--- src/rtl/gm_pkg.sv ---
package gm_pkg;
  typedef enum logic [2:0] {
    PH_IDLE = 3'd0,
    PH_PCHG = 3'd1,
    PH_SEL  = 3'd2,
    PH_HOLD = 3'd3,
    PH_POST = 3'd4,
    PH_ERR  = 3'd5
  } phase_t;
endpackage

--- src/rtl/gm_tracker.sv ---
module gm_tracker
  import gm_pkg::*;
#(
  parameter int WORDS    = 4,
  parameter int DW       = 5,
  parameter int PRE_MIN  = 10,
  parameter int HOLD_MIN = 6,
  localparam int AW  = $clog2(WORDS),
  localparam int PCW = $clog2(PRE_MIN + 1),
  localparam int HCW = $clog2(HOLD_MIN + 1)
) (
  input  logic             clk,
  input  logic             rst_n,
  input  logic [WORDS-1:0] wl,
  input  logic             pchg,
  input  logic             we,
  input  logic [DW-1:0]    din,
  output logic             commit,
  output logic [AW-1:0]    commit_addr,
  output logic [DW-1:0]    commit_data,
  output logic             poison,
  output phase_t           phase,
  output logic             commit_pulse
);
  localparam logic [PCW-1:0] PCNT_FULL = PCW'(PRE_MIN);
  localparam logic [HCW-1:0] HCNT_FULL = HCW'(HOLD_MIN);

  phase_t         st_q, st_n;
  logic [PCW-1:0] pcnt_q, pcnt_n;
  logic [HCW-1:0] hcnt_q, hcnt_n;
  logic [AW-1:0]  sel_q, sel_n;
  logic [DW-1:0]  dat_q, dat_n;
  logic           pulse_q;

  logic          safe, one, same, armed, data_ok;
  logic [AW-1:0] idx;

  always_comb begin
    idx = '0;
    for (int k = 0; k < WORDS; k++)
      if (wl[k]) idx = AW'(k);
  end

  assign safe    = (wl == '0);
  assign one     = $onehot(wl);
  assign same    = one && (idx == sel_q);
  assign armed   = (pcnt_q == PCNT_FULL);
  assign data_ok = same && we && !pchg;

  always_comb begin
    st_n   = st_q;
    pcnt_n = pcnt_q;
    hcnt_n = hcnt_q;
    sel_n  = sel_q;
    dat_n  = dat_q;
    commit = 1'b0;
    if (safe && !(st_q == PH_PCHG && (armed || pchg))) begin
      // unselected cycle: a fresh start of a sequence
      st_n   = pchg ? PH_PCHG : PH_IDLE;
      pcnt_n = pchg ? PCW'(1) : '0;
    end else begin
      unique case (st_q)
        PH_PCHG: begin
          if (safe) begin
            if (!armed) pcnt_n = pcnt_q + PCW'(1);
          end else if (armed && one && !we) begin
            st_n  = PH_SEL;
            sel_n = idx;
          end else if (armed && one && !pchg) begin
            sel_n  = idx;
            dat_n  = din;
            hcnt_n = HCW'(1);
            commit = (HCW'(1) == HCNT_FULL);
            st_n   = commit ? PH_POST : PH_HOLD;
          end else begin
            st_n = PH_ERR;
          end
        end
        PH_SEL: begin
          if (same && !we) begin
            st_n = PH_SEL;
          end else if (data_ok) begin
            dat_n  = din;
            hcnt_n = HCW'(1);
            commit = (HCW'(1) == HCNT_FULL);
            st_n   = commit ? PH_POST : PH_HOLD;
          end else begin
            st_n = PH_ERR;
          end
        end
        PH_HOLD: begin
          if (data_ok && din == dat_q) begin
            hcnt_n = hcnt_q + HCW'(1);
            commit = (hcnt_n == HCNT_FULL);
            st_n   = commit ? PH_POST : PH_HOLD;
          end else begin
            st_n = PH_ERR;
          end
        end
        PH_POST: begin
          if (same && (!we || din == dat_q)) st_n = PH_POST;
          else                               st_n = PH_ERR;
        end
        default: st_n = PH_ERR;
      endcase
    end
  end

  assign poison      = (st_n == PH_ERR);
  assign commit_addr = sel_n;
  assign commit_data = dat_n;
  assign phase       = st_q;
  assign commit_pulse = pulse_q;

  always_ff @(posedge clk or negedge rst_n) begin
    if (!rst_n) begin
      st_q    <= PH_IDLE;
      pcnt_q  <= '0;
      hcnt_q  <= '0;
      sel_q   <= '0;
      dat_q   <= '0;
      pulse_q <= 1'b0;
    end else begin
      st_q    <= st_n;
      pcnt_q  <= pcnt_n;
      hcnt_q  <= hcnt_n;
      sel_q   <= sel_n;
      dat_q   <= dat_n;
      pulse_q <= commit;
    end
  end
endmodule

--- src/rtl/gm_store.sv ---
module gm_store #(
  parameter int WORDS = 4,
  parameter int DW    = 5,
  localparam int AW = $clog2(WORDS)
) (
  input  logic          clk,
  input  logic          rst_n,
  input  logic          wr_en,
  input  logic [AW-1:0] wr_addr,
  input  logic [DW-1:0] wr_data,
  input  logic          clear,
  input  logic [AW-1:0] rd_addr,
  output logic [DW-1:0] rd_data,
  output logic          rd_valid
);
  logic [DW-1:0] mem_q [WORDS];
  logic [WORDS-1:0] vld_q;

  for (genvar g = 0; g < WORDS; g++) begin : g_word
    logic hit;
    assign hit = wr_en && (wr_addr == AW'(g));
    always_ff @(posedge clk or negedge rst_n) begin
      if (!rst_n) begin
        mem_q[g] <= '0;
        vld_q[g] <= 1'b0;
      end else if (clear) begin
        mem_q[g] <= '0;
        vld_q[g] <= 1'b0;
      end else if (hit) begin
        mem_q[g] <= wr_data;
        vld_q[g] <= 1'b1;
      end
    end
  end

  assign rd_valid = vld_q[rd_addr];
  assign rd_data  = rd_valid ? mem_q[rd_addr] : '0;
endmodule

--- src/rtl/gm_array.sv ---
module gm_array
  import gm_pkg::*;
#(
  parameter int WORDS    = 4,
  parameter int DW       = 5,
  parameter int PRE_MIN  = 10,
  parameter int HOLD_MIN = 6,
  localparam int AW = $clog2(WORDS)
) (
  input  logic             clk,
  input  logic             rst_n,
  input  logic [WORDS-1:0] wl_i,
  input  logic             pchg_i,
  input  logic             we_i,
  input  logic [DW-1:0]    din_i,
  input  logic [AW-1:0]    rd_addr_i,
  output logic [DW-1:0]    rd_data_o,
  output logic             rd_valid_o,
  output logic [2:0]       phase_o,
  output logic             commit_o
);
  logic          commit, poison;
  logic [AW-1:0] c_addr;
  logic [DW-1:0] c_data;
  phase_t        phase;

  gm_tracker #(
    .WORDS(WORDS), .DW(DW), .PRE_MIN(PRE_MIN), .HOLD_MIN(HOLD_MIN)
  ) u_trk (
    .clk(clk), .rst_n(rst_n), .wl(wl_i), .pchg(pchg_i), .we(we_i),
    .din(din_i), .commit(commit), .commit_addr(c_addr),
    .commit_data(c_data), .poison(poison), .phase(phase),
    .commit_pulse(commit_o)
  );

  gm_store #(.WORDS(WORDS), .DW(DW)) u_st (
    .clk(clk), .rst_n(rst_n), .wr_en(commit), .wr_addr(c_addr),
    .wr_data(c_data), .clear(poison), .rd_addr(rd_addr_i),
    .rd_data(rd_data_o), .rd_valid(rd_valid_o)
  );

  assign phase_o = phase;
endmodule

--- config.mk ---
export PLATFORM = sky130hd
export DESIGN_NAME = gm_array
export DESIGN_NICKNAME = d
export VERILOG_FILES = /design/src/rtl/gm_pkg.sv /design/src/rtl/gm_tracker.sv /design/src/rtl/gm_store.sv /design/src/rtl/gm_array.sv
export SDC_FILE = /design/constraint.sdc
export NUM_CORES = 1
export LEC_CHECK = 0
export BUFFER_PORTS_ARGS = -buffer_cell sky130_fd_sc_hd__buf_2
export CAP_MARGIN = 20
export CORE_AREA = 3 3 79 74
export CTS_BUF_LIST = sky130_fd_sc_hd__clkbuf_8
export DETAILED_ROUTE_END_ITERATION = 8
export DIE_AREA = 0 0 82 77
export GPL_TIMING_DRIVEN = 0
export PLACE_DENSITY = 0.78
export SLEW_MARGIN = 20
export SYNTH_ARGS = -nofsm -noshare
export SYNTH_HDL_FRONTEND = slang
export SYNTH_SLANG_ARGS = --single-unit
--- constraint.sdc ---
create_clock -name clk -period 5.7 [get_ports clk]
set_input_delay 0.57 -clock clk [delete_from_list [all_inputs] [get_ports clk]]
set_output_delay 0.57 -clock clk [all_outputs]
set_load 0.01 [all_outputs]
# Word level (Yosys, flattened, before mapping)
# Cells that the tools add are included.
# classes
addsub	5
order_cmp	2
eq_ne	20
mux	63
bitwise	2
n_reduce_logical	31
# op_table
op	count
$mux 5	17
$mux 3	14
$mux 1	16
$mux 4	4
$logic_and 1x1->1	15
$mux 2	7
$pmux 3 s4	1
$reduce_bool 2->1	6
$bmux 5 s2	1
$ne 2x2->1 const B	5
$pmux 5 s2	1
$eq 3x3->1 const B	3
$pmux 3 s3	1
$reduce_and 8->1	1
$eq 3x1->1 const B	2
$eq 3x2->1 const B	2
$eq 5x5->1	1
$add 1x1->2	2
$add 4x1->4 const B	1
$eq 2x2->1 const B	2
$eq 4x4->1 const B	1
$logic_not 4->1	1
$ne 2x1->1 const B	2
$add 3x1->3 const B	1
other kinds (13)	16
# totals
regBits	42
inputBits	15
output_inout_bits	10
elab_cells	137

# Depth between registers and ports, before layout
# Gate-level depths: netlist (run 1).
# depth
depth_word	14
ltp_mapped	13
depth_no_buf	10

# By module
# A second synthesis (run 1) with hierarchy kept.
# unflattened
hier_cells	259
area_unflattened_um2	2632.5
# by_module_without_submodules
module	n_inst	cells_each	area_per_inst_um2	seq_area_each_um2
gm_tracker	1	169	1472.7	450.4
gm_store	1	90	1159.9	600.6

# Worst setup path after synthesis (run 1)
# No wires, ideal clock.
# synth_timing
path_type	input to register
start	in wl_i[3]
end	reg u_st.mem_q[4] (netlist bit)
setup_ps	78
arrival_time_ps	3404
required_ps	5622
setup_slack_ps	2218
cell_stages	13
path_buffers	3
cell_sequence	clkbuf_1 > inv_1 > ha_1 > ha_1 > fa_1 > nor3b_2 > and2_1 > o2111ai_2 > nand2_1 > or3b_1 > buf_2 > buf_6 > a21oi_1
# synth_between
elab_chain_cells	13
# synth_lines
item	line_no	source
from (decl)	gm_array.sv:12	input logic [WORDS-1:0] wl_i,
branches (longest 13 deep; another with $add 3x3->3)	--	
to (signal, indexed assignment)	gm_store.sv:30	mem_q[g] <= wr_data;
to (decl)	gm_store.sv:16	logic [DW-1:0] mem_q [WORDS];
# Parallel ways; which one is timed is not known. The select of a mux whose other input is x is not followed.
# A chain may end at the register's enable or synchronous reset.

# Worst setup path in the final report (run 1)
# layout_timing
start	in wl_i[3]
end	reg u_st.mem_q[12] (netlist bit)
# layout_between
elab_chain_cells	13
# layout_lines
item
branches (longest 13 deep; another with $add 3x3->3)
# Parallel ways; which one is timed is not known. The select of a mux whose other input is x is not followed.

==> results of run 1 <==
==> flip-flops by register name, summed over array words and instances (netlist names) <==
register            cells
u_trk.sel_q             2
u_st.vld_q              4
u_trk.pcnt_q            4
u_trk.hcnt_q            3
u_trk.phase             3
u_st.mem_q             20
u_trk.dat_q             5
u_trk.commit_pulse      1
==> through the flow <==
step                      power (W)  setup slack (ns)  cells
after CTS                  0.000605              1.96    369
after global routing       0.000632              1.66    369
final                      0.000602              1.91    369
after floorplan            0.000383              2.22    272
after global placement     0.000414              1.77    361
after detailed placement   0.000417              1.65    361
==> area by class of cell <==
type	instances	area (µm²)	share of cell area (%)
clock buffer	5	68.8	2.26
timing repair buffer	22	110	3.62
tap	67	83.8	2.75
clock inverter	3	17.5	0.575
sequential	42	1050	34.5
inverter	7	26.3	0.863
multi-input combinational	209	1590	52.3
buffer	14	96.3	3.16
==> power groups by stage <==
stage          logic [W]  registers (W)  clock network [W]
2_1_floorplan  0.0000714       0.000312                  0
3_3_place_gp    0.000103       0.000311                  0
3_5_place_dp    0.000106       0.000311                  0
4_1_cts         0.000107       0.000305           0.000193
5_1_grt         0.000119       0.000306           0.000206
6_report        0.000107       0.000305           0.000190
==> how the worst min path moves through the flow <==
stage / end / slack, ns / cells after the start
floorplan: u_st.mem_q[0] / 0.27 / 0
global placement: u_st.vld_q[3] / 0.51 / 2
detailed placement: u_st.vld_q[3] / 0.52 / 2
CTS: u_trk.commit_pulse / 0.45 / 1
global route: u_st.mem_q[16] / 0.49 / 1
finish: u_st.mem_q[16] / 0.41 / 1
==> per-layer routing <==
layer	vias up	part of all wire (%)	global-route usage [%]
li1	1039	-	-
met1	1101	46	30.7
met2	70	47	33.6
met3	14	5.8	4.11
met4	0	1.2	5.32
met5	-	0	0
==> cell families after synthesis <==
logic type	after synthesis	share of synthesized area, %
flops	42	38.0
fa+ha+maj	11	5.25
xor+xnor	10	3.17
compound gates	69	17.0
simple gates	88	18.1
mux	31	14.1
buf+inv	21	4.43
==> cell usage after synthesis (all sizes together), types with 2 or more instances <==
| cell | n |
|---|---|
| buf | 10 |
| a21oi | 29 |
| nand2 | 26 |
| or3 | 3 |
| and2 | 9 |
| xnor2 | 6 |
| mux4 | 6 |
| dfrtp | 42 |
| nor2b | 5 |
| xor2 | 4 |
| nor2 | 16 |
| clkbuf | 4 |
| nor3 | 6 |
| inv | 7 |
| o21a | 4 |
| a41oi | 2 |
| nand3 | 6 |
| nand2b | 3 |
| a21o | 5 |
| a31oi | 3 |
| nand4b | 2 |
| ha | 10 |
| o2111ai | 2 |
| and3 | 3 |
| nor3b | 2 |
| o21ai | 13 |
| mux2i | 22 |
| a2111oi | 2 |
| mux2 | 3 |
| o21bai | 2 |
==> critical path: stages <==
cell and delay, ns:
buf_2 0.09, clkbuf_1 0.31, inv_1 0.12, ha_1 0.30, ha_1 0.19, fa_1 0.46, nor3b_2 0.37, and2_1 0.24
o2111ai_2 0.29, nand2_1 0.20, or3b_1 0.35, buf_2 0.18, buf_6 0.16, a21oi_1 0.16
==> cell usage in the layout, fill, tap and decap left out, drive strengths merged, types with 3 or more instances in the layout <==
cell and n:
a21oi 29, and2 9, xor2 4, nand2b 3, mux4 6, or3 3, and3 3, inv 8
o21a 4, dfrtp 42, a31oi 3, nor3 6, a21o 5, nor2 16, mux2i 22, clkbuf 9
xnor2 6, buf 32, o21ai 13, mux2 3, nor2b 5, ha 10, nand2 26, nand3 6
==> qor.log, run 1 <==
INFO  grt            combined_global_route_utilization_of_all_metal_layers=21.5%
INFO  sta            fin_tns_setup=0ns
INFO  sta            final_cycle_share=66.5%
INFO  sta            slew_margin_rel=37.6%
INFO  placement      weighted_congestion_at_the_end_of_routability_driven_global_placement=0.839
INFO  detailed_routing vias=2224
INFO  setup_path     worstReg2RegStart=u_trk.phase[2]
INFO  setup_path     critPathRequiredTime=5.91ns
INFO  setup_path     critPathLaunchType=input port
INFO  floorplanning  ports_placed_on_the_boundary=25
INFO  floorplanning  die_w=82µm
INFO  layout         area_delta_synth_final=10.1%
INFO  yosys          synth_top_cell_area_share=38.0%
INFO  power          p_leak=1.35nW
INFO  power          logic_gate_share_of_total_power=17.7%
INFO  cts            clock_tree_from_tritoncts=built
INFO  cts            cts_inserted_buffers=5
INFO  cts            clkTransAtPathRegs=0.08ns
INFO  setup_path     worstSetupEndpointType=flop
INFO  power          power.net_switching=0.000175W
INFO  grt            grt_antenna_before_repair=0
INFO  yosys          avgSynthCellArea=10.2µm²
INFO  cts            cts_hold_repair.buffers=0
INFO  setup_path     r2r_setup_slack=3.15ns
INFO  worst_hold_path hold_path.class=in2async
INFO  sta            fmax=264MHz
INFO  yosys          ys_ff_latch=42
INFO  layout         antenna-diode-count=0
INFO  power          power_density=198nW/µm²
INFO  floorplanning  die_h=77µm
INFO  detailed_routing drt_iter0_drc=188
INFO  sta            post_layout_min_period=3.79ns
INFO  sta            final_hold_viol_count=0
INFO  detailed_routing wl=6220µm
INFO  setup_path     timing.rr.end=u_st.mem_q[6]
INFO  yosys          post_synth_num_cell_types=56
INFO  layout         finish.net_count=327
INFO  yosys          yosysTopAreaCell=dfrtp_1
INFO  power          ir_worst_vdd=0.196mV
INFO  placement      hpwlAfterDp=4540µm
INFO  flow_run       cap_violations=0
INFO  cts            tritoncts_num_sinks=42
INFO  cts            cts_max_path_buffers=2
INFO  sta            report.final.setup_viol=0
INFO  grt            grt_start_max_net_pins=43
INFO  floorplanning  fp.coreArea=5130µm²
INFO  yosys          syn_nets=298
INFO  detailed_routing drt_pass1_iterations=6
INFO  cts            ctsHtreeMaxLevel=2
INFO  grt            grt_pass1_wl=10600µm
INFO  layout         finish.utilization=59.4%
INFO  cts            worst_skew_pair.late_latency=0.29ns
INFO  placement      placement.cell_area=2960µm²
INFO  sta            drv_slew=0
INFO  layout         n_fill_cell=442
INFO  setup_path     criticalPathCategory=in2reg
INFO  sta            clock_skew=0.00538ns
INFO  run_status     outcome=complete, no violations
INFO  yosys          yosysSeqAreaShare=38.0%
INFO  cts            clock_tree.root_cell=clkbuf_8
INFO  power          share_clk_of_total_power=31.6%
INFO  detailed_routing drcViolationCount=0
INFO  detailed_routing routedWlPerCell=16.9µm
INFO  floorplanning  std_cell_rows=25
INFO  yosys          yosysWarnings=0
INFO  power          pwr-share-seq=50.7%
INFO  setup_path     critPathMaxFanout=10
INFO  grt            via_count_of_the_first_global_routing_pass=2203
INFO  grt            grt.overflow.total=0
INFO  yosys          post_synth_instance_area=2770µm²
INFO  yosys          synth-edff-count=0
INFO  setup_path     crit_startpoint=wl_i[3]
INFO  cts            cts_resized=0
INFO  sta            hold_ws=0.412ns
INFO  layout         fin_area=3050µm²
INFO  floorplanning  floorplan.die_area=6310µm²
INFO  setup_path     worst_ep_arrival_time=4.00ns
INFO  power          power_switching_share=29.0%
INFO  yosys          synth-main-ff-cell=dfrtp_1
INFO  cts            post_cts.repair.setup_buffers=0
INFO  sta            unrepaired_setup_endpoints_after_global_routing=no
INFO  floorplanning  start_util=53.9%
INFO  setup_path     timing.critical_path.to=u_st.mem_q[12]
INFO  detailed_routing drt-vias-per-instance=6.03
INFO  yosys          synth_cells=272
INFO  power          cellInternalPower=0.000427W
INFO  layout         drive_above_1_share=20.2%
INFO  sta            tightestPinTransition=0.936ns
INFO  detailed_routing ant_nets=0
INFO  yosys          synth_top_cells_by_area=dfrtp_1 (38%), mux2i_1 (8.0%), a21oi_1 (5.1%), mux4_2 (4.9%), ha_1 (4.5%)
INFO  yosys          synth-async-reset-ratio=100%
INFO  placement      port_buffers=22
INFO  setup_path     rr_worst_depth=6
Note: power is estimated with default switching activity, not from simulation.
==> run 2, diff against run 1 <==
- clock period: 5.7 -> 3.79 ns (I/O delays scaled with it)
==> run 2 against run 1 <==
- register-to-register slack got worse by 1.9 ns
- clock skew increased by 0.0017 ns
- flip-flop and latch count unchanged
- via count decreased by 0.27%
- critical path depth decreased by 3
- combinational power increased by 50%
- largest cell class unchanged
- highest routed layer unchanged
==> qor.log, run 2 (synthesis gave the netlist of run 1 again) <==
INFO  flow_run       cap_violations=0
INFO  sta            unrepaired_setup_endpoints_after_global_routing=no
INFO  cts            clock_tree.root_cell=clkbuf_8
INFO  layout         max_flop_register=u_st.mem_q
INFO  layout         final_cell_count_no_fill=368
INFO  sta            post_layout_min_period=3.34ns
INFO  setup_path     critPathMaxFanout=10
INFO  sta            final_cycle_share=88.0%
INFO  setup_path     worst_ep_arrival_time=3.51ns
INFO  grt            grt_antenna_before_repair=0
INFO  floorplanning  die_h=77µm
INFO  grt            via_count_of_the_first_global_routing_pass=2203
INFO  detailed_routing drt-vias-per-instance=6.03
INFO  sta            finalWorstSetupSlack=0.455ns
INFO  sta            final_hold_viol_count=0
INFO  floorplanning  ports_placed_on_the_boundary=25
INFO  layout         commonest_cells_after_routing_fill_and_taps_aside=dfrtp_1 (42), a21oi_1 (28), buf_2 (27), nand2_1 (26), mux2i_1 (22)
INFO  detailed_routing vias=2218
INFO  layout         finish.net_count=326
INFO  detailed_routing routedWlPerCell=16.9µm
INFO  setup_path     critPathLaunchType=input port
INFO  power          ir_worst_vdd=0.296mV
INFO  power          power_density=298nW/µm²
INFO  cts            cts_resized=0
INFO  grt            grt_start_max_net_pins=43
INFO  layout         antenna-diode-count=0
INFO  setup_path     criticalPathCategory=in2reg
INFO  placement      dp_slack=-0.0704ns
INFO  detailed_routing drcViolationCount=0
INFO  detailed_routing drt_pass1_iterations=4
INFO  placement      placement.cell_area=2960µm²
INFO  placement      port_buffers=22
INFO  setup_path     rr_worst_depth=6
INFO  setup_path     timing.rr.end=u_st.mem_q[6]
INFO  grt            grt_pass1_wl=10600µm
INFO  setup_path     r2r_setup_slack=1.25ns
INFO  cts            ctsHtreeMaxLevel=2
INFO  sta            clock_skew=0.00709ns
INFO  floorplanning  start_util=53.9%
INFO  floorplanning  fp.coreArea=5130µm²
INFO  detailed_routing wl=6220µm
INFO  layout         drive_above_1_share=20.3%
INFO  cts            clkTransAtPathRegs=0.08ns
INFO  layout         layout_top_registers=u_st.mem_q (20), u_trk.dat_q (5)
INFO  grt            grt.overflow.total=0
INFO  detailed_routing drt_iter0_drc=242
INFO  power          p_leak=1.35nW
INFO  floorplanning  floorplan.die_area=6310µm²
INFO  placement      place_inst=361
INFO  worst_hold_path hold_path.class=in2async
INFO  placement      hpwlAfterDp=4540µm
INFO  placement      weighted_congestion_at_the_end_of_routability_driven_global_placement=0.839
INFO  sta            drv_slew=0
INFO  layout         fin_area=3040µm²
INFO  sta            fmax=300MHz
INFO  cts            tritoncts_num_sinks=42
INFO  layout         final_common_cell=dfrtp_1
INFO  cts            cts_inserted_buffers=5
INFO  grt            combined_global_route_utilization_of_all_metal_layers=21.5%
INFO  setup_path     critPathRequiredTime=3.96ns
INFO  run_status     outcome=complete, no violations
INFO  layout         largest_reg_flops=20
INFO  floorplanning  std_cell_rows=25
INFO  detailed_routing ant_nets=0
INFO  setup_path     worstSetupEndpointType=flop
INFO  cts            cts_max_path_buffers=2
INFO  sta            tightestPinTransition=0.934ns
INFO  setup_path     worstReg2RegStart=u_trk.phase[2]
INFO  sta            report.final.setup_viol=0
INFO  layout         area_delta_synth_final=10.0%
INFO  sta            slew_margin_rel=37.7%
INFO  layout         finish.utilization=59.3%
INFO  floorplanning  die_w=82µm
INFO  cts            worst_skew_pair.late_latency=0.30ns
INFO  cts            clock_tree_from_tritoncts=built
[run 2: cell count changes in the layout (fill, tap and decap cells not counted)]
cell / before / now
clkbuf_1: 4 / 3
[run 2: report_power, final]
group          internal [W]  total [W]  switching (W)  leakage (nW)
combinational     0.0000619   0.000160      0.0000985         0.754
clock              0.000127   0.000288       0.000161        0.0493
sequential         0.000453   0.000459     0.00000568         0.550
[run 2: worst max path at each step]
stage             from             to  cells after the start
6_report       wl_i[3]  u_st.mem_q[6]                     11
5_1_grt        wl_i[3]  u_st.mem_q[8]                     13
4_1_cts        wl_i[3]  u_st.mem_q[6]                     12
3_5_place_dp   wl_i[3]  u_st.mem_q[6]                     12
3_3_place_gp   wl_i[3]  u_st.mem_q[5]                     12
2_1_floorplan  wl_i[3]  u_st.mem_q[4]                     13
[run 2: per-stage QoR]
stage | TNS, ns | hold slack (ns) | power [W]
floorplan | 0 | 0.0834 | 0.000576
global placement | 0 | 0.510 | 0.000623
detailed placement | -0.410 | 0.519 | 0.000627
CTS | 0 | 0.261 | 0.000910
global route | 0 | 0.297 | 0.000950
finish | 0 | 0.220 | 0.000908
[run 2: what timing repair did]
action	4_1_cts	5_1_grt
buffers inserted	0	0
endpoints found under the setup margin	0	19
hold buffers	0	0
[run 2: critical path, cell delays in order]
cell,delay (ns)
buf_2,0.19
inv_1,0.09
ha_1,0.28
ha_1,0.19
fa_1,0.46
nor3b_2,0.37
and2_1,0.24
o2111ai_2,0.29
nor3_2,0.66
mux2i_1,0.28
a21oi_1,0.07
[run 2: per-layer routing]
layer	part of all wire, %	GRT usage [%]	routed length (µm)
met5	0	0	0
met4	1.0	5.32	62
met3	5.1	4.11	319
met2	48	33.6	3000
met1	46	30.7	2840
[run 2: area by class of cell]
type	count	area, µm²
clock inverter	3	17.5
buffer	13	92.6
multi-input combinational	209	1590
clock buffer	5	68.8
inverter	7	26.3
sequential	42	1050
tap	67	83.8
fill	442	2090
timing repair buffer	22	110
==> run 3, diff against run 2 <==
- GPL_TIMING_DRIVEN: 0 -> 1
==> run 3 against run 2 <==
- clock skew is 0.0032 ns higher
- global-route usage is 0.13 points higher
- maximum frequency is 4.3% higher
- critical path depth is 1 higher
- cell count is 2.2% lower
- first-iteration DRC count is 3.3% higher
- die area stayed put
- worst hold slack worse by 0.011 ns
- critical path type unchanged
- critical endpoint is now u_st.mem_q[9]
- highest routed layer unchanged
==> qor.log, run 3 (synthesis gave the netlist of run 1 again) <==
INFO  layout         layout.area.seq=1050µm²
INFO  setup_path     timing.critical_path.cells=buf_2 > inv_1 > ha_1 > ha_1 > fa_1 > nor3b_2 > and2_1 > o2111ai_2 > nand2_1 > or3b_1 > buf_4 > a21oi_1
INFO  cts            worst_skew_pair.late_latency=0.30ns
INFO  setup_path     slowest_delay=0.48ns
INFO  placement      weighted_congestion_at_the_end_of_routability_driven_global_placement=0.901
INFO  detailed_routing drt_pass1_iterations=4
INFO  sta            unrepaired_setup_endpoints_after_global_routing=no
INFO  layout         commonest_cells_after_routing_fill_and_taps_aside=dfrtp_1 (42), a21oi_1 (28), nand2_1 (26), buf_2 (24), mux2i_1 (22)
INFO  layout         antenna-diode-count=0
INFO  detailed_routing ant_nets=0
INFO  setup_path     critPathMaxFanout=25
INFO  grt            grt_pass1_wl=10500µm
INFO  layout         max_flop_register=u_st.mem_q
INFO  floorplanning  fp.coreArea=5130µm²
INFO  floorplanning  ports_placed_on_the_boundary=25
INFO  sta            slew_margin_rel=37.2%
INFO  layout         layout_top_registers=u_st.mem_q (20), u_trk.dat_q (5)
INFO  grt            grt_antenna_before_repair=0
INFO  floorplanning  start_util=53.9%
INFO  cts            tritoncts_num_sinks=42
INFO  cts            post_cts.repair.setup_buffers=0
INFO  sta            clock_skew=0.0103ns
INFO  sta            post_layout_min_period=3.20ns
INFO  setup_path     cp_slowest_cell=fa_1
INFO  layout         final_common_cell=dfrtp_1
INFO  setup_path     critPathRequiredTime=4.01ns
INFO  cts            clkTransAtPathRegs=0.09ns
INFO  setup_path     worstReg2RegStart=u_trk.phase[0]
INFO  cts            ctsHtreeMaxLevel=2
INFO  setup_path     critical-path-top-cell-by-count=ha_1
INFO  floorplanning  floorplan.die_area=6310µm²
INFO  cts            cts_resized=0
INFO  flow_run       cap_violations=0
INFO  placement      place_inst=352
INFO  layout         final_cell_count_no_fill=360
INFO  power          p_leak=1.32nW
INFO  floorplanning  std_cell_rows=25
INFO  floorplanning  die_w=82µm
INFO  layout         largest_reg_flops=20
INFO  sta            report.final.setup_viol=0
INFO  detailed_routing drcViolationCount=0
INFO  sta            fin_tns_setup=0ns
INFO  placement      port_buffers=24
INFO  grt            grt_start_max_net_pins=43
INFO  setup_path     critPathLaunchType=input port
INFO  sta            fmax=313MHz
INFO  setup_path     crit_startpoint=wl_i[3]
INFO  detailed_routing drt-vias-per-instance=5.99
INFO  setup_path     criticalPathCategory=in2reg
INFO  cts            clock_tree_from_tritoncts=built
INFO  power          ir_worst_vdd=0.167mV
INFO  sta            final_hold_viol_count=0
INFO  setup_path     worstSetupEndpointType=flop
INFO  detailed_routing drt_iter0_drc=250
INFO  floorplanning  die_h=77µm
INFO  layout         area_delta_synth_final=7.83%
INFO  detailed_routing vias=2158
INFO  detailed_routing wl=6220µm
INFO  cts            cts_hold_repair.buffers=0
INFO  sta            final_cycle_share=84.4%
INFO  setup_path     worst_ep_arrival_time=3.42ns
INFO  power          power_density=297nW/µm²
INFO  grt            via_count_of_the_first_global_routing_pass=2123
INFO  setup_path     path_delay_family=simple AND/OR/NAND/NOR gates
INFO  sta            drv_slew=0
INFO  layout         total_area_of_multi_input_combinational_cells=1590µm²
INFO  detailed_routing routedWlPerCell=17.3µm
INFO  layout         n_fill_cell=459
INFO  sta            tightestPinTransition=0.941ns
INFO  layout         finish.net_count=318
INFO  setup_path     path_buf_inv=3
INFO  grt            combined_global_route_utilization_of_all_metal_layers=21.6%
INFO  cts            clock_tree.root_cell=clkbuf_8
INFO  layout         drive_above_1_share=19.1%
INFO  run_status     outcome=complete, no violations
INFO  cts            cts_inserted_buffers=5
INFO  grt            grt.overflow.total=0
INFO  cts            cts_max_path_buffers=2
INFO  worst_hold_path hold_path.class=in2async
INFO  placement      hpwlAfterDp=4520µm
[run 3: per-layer routing]
layer  share of wire [%]  wire length [µm]  vias up  GRT usage (%)
li1                    -                 -     1026              -
met1                  45              2810     1047           31.4
met2                  47              2940       74           32.6
met3                 5.9               368       11           4.23
met4                 1.6                99        0           6.64
met5                   0                 0        -              0
[run 3: final timing paths]
path	to	slack, ns	cells after the start
setup / recovery	u_st.mem_q[9]	0.59	12
hold / removal	u_st.mem_q[19]	0.21	1
setup reg to reg	u_st.mem_q[1]	1.31	6
hold reg to reg	u_trk.hcnt_q[1]	0.55	1
max in group asynchronous	u_trk.commit_pulse	2.98	1
min in group clk	u_trk.dat_q[2]	0.30	2
[run 3: final cells by class]
cell class	instances	area share (%)
tap	67	2.81
clock buffer	5	2.31
clock inverter	3	0.587
timing repair buffer	27	4.78
multi-input combinational	209	53.4
inverter	7	0.881
sequential	42	35.2
[run 3: stage by stage]
stage	power, W	setup slack, ns	hold slack, ns	instance area (µm²)	utilization, %
4_1_cts	0.000894	0.640	0.250	2980	58.1
2_1_floorplan	0.000576	0.499	0.0834	2770	-
3_3_place_gp	0.000604	0.457	0.514	2900	56.4
6_report	0.000885	0.592	0.209	2980	58.1
5_1_grt	0.000930	0.418	0.280	2980	58.1
3_5_place_dp	0.000607	0.339	0.529	2900	56.4
[run 3: power breakdown]
group | switching (W) | internal [W] | total (W)
Combinational | 0.0000857 | 0.0000476 | 0.000133
Sequential | 0.0000135 | 0.000453 | 0.000467
Clock | 0.000158 | 0.000127 | 0.000285
Total | 0.000257 | 0.000628 | 0.000885
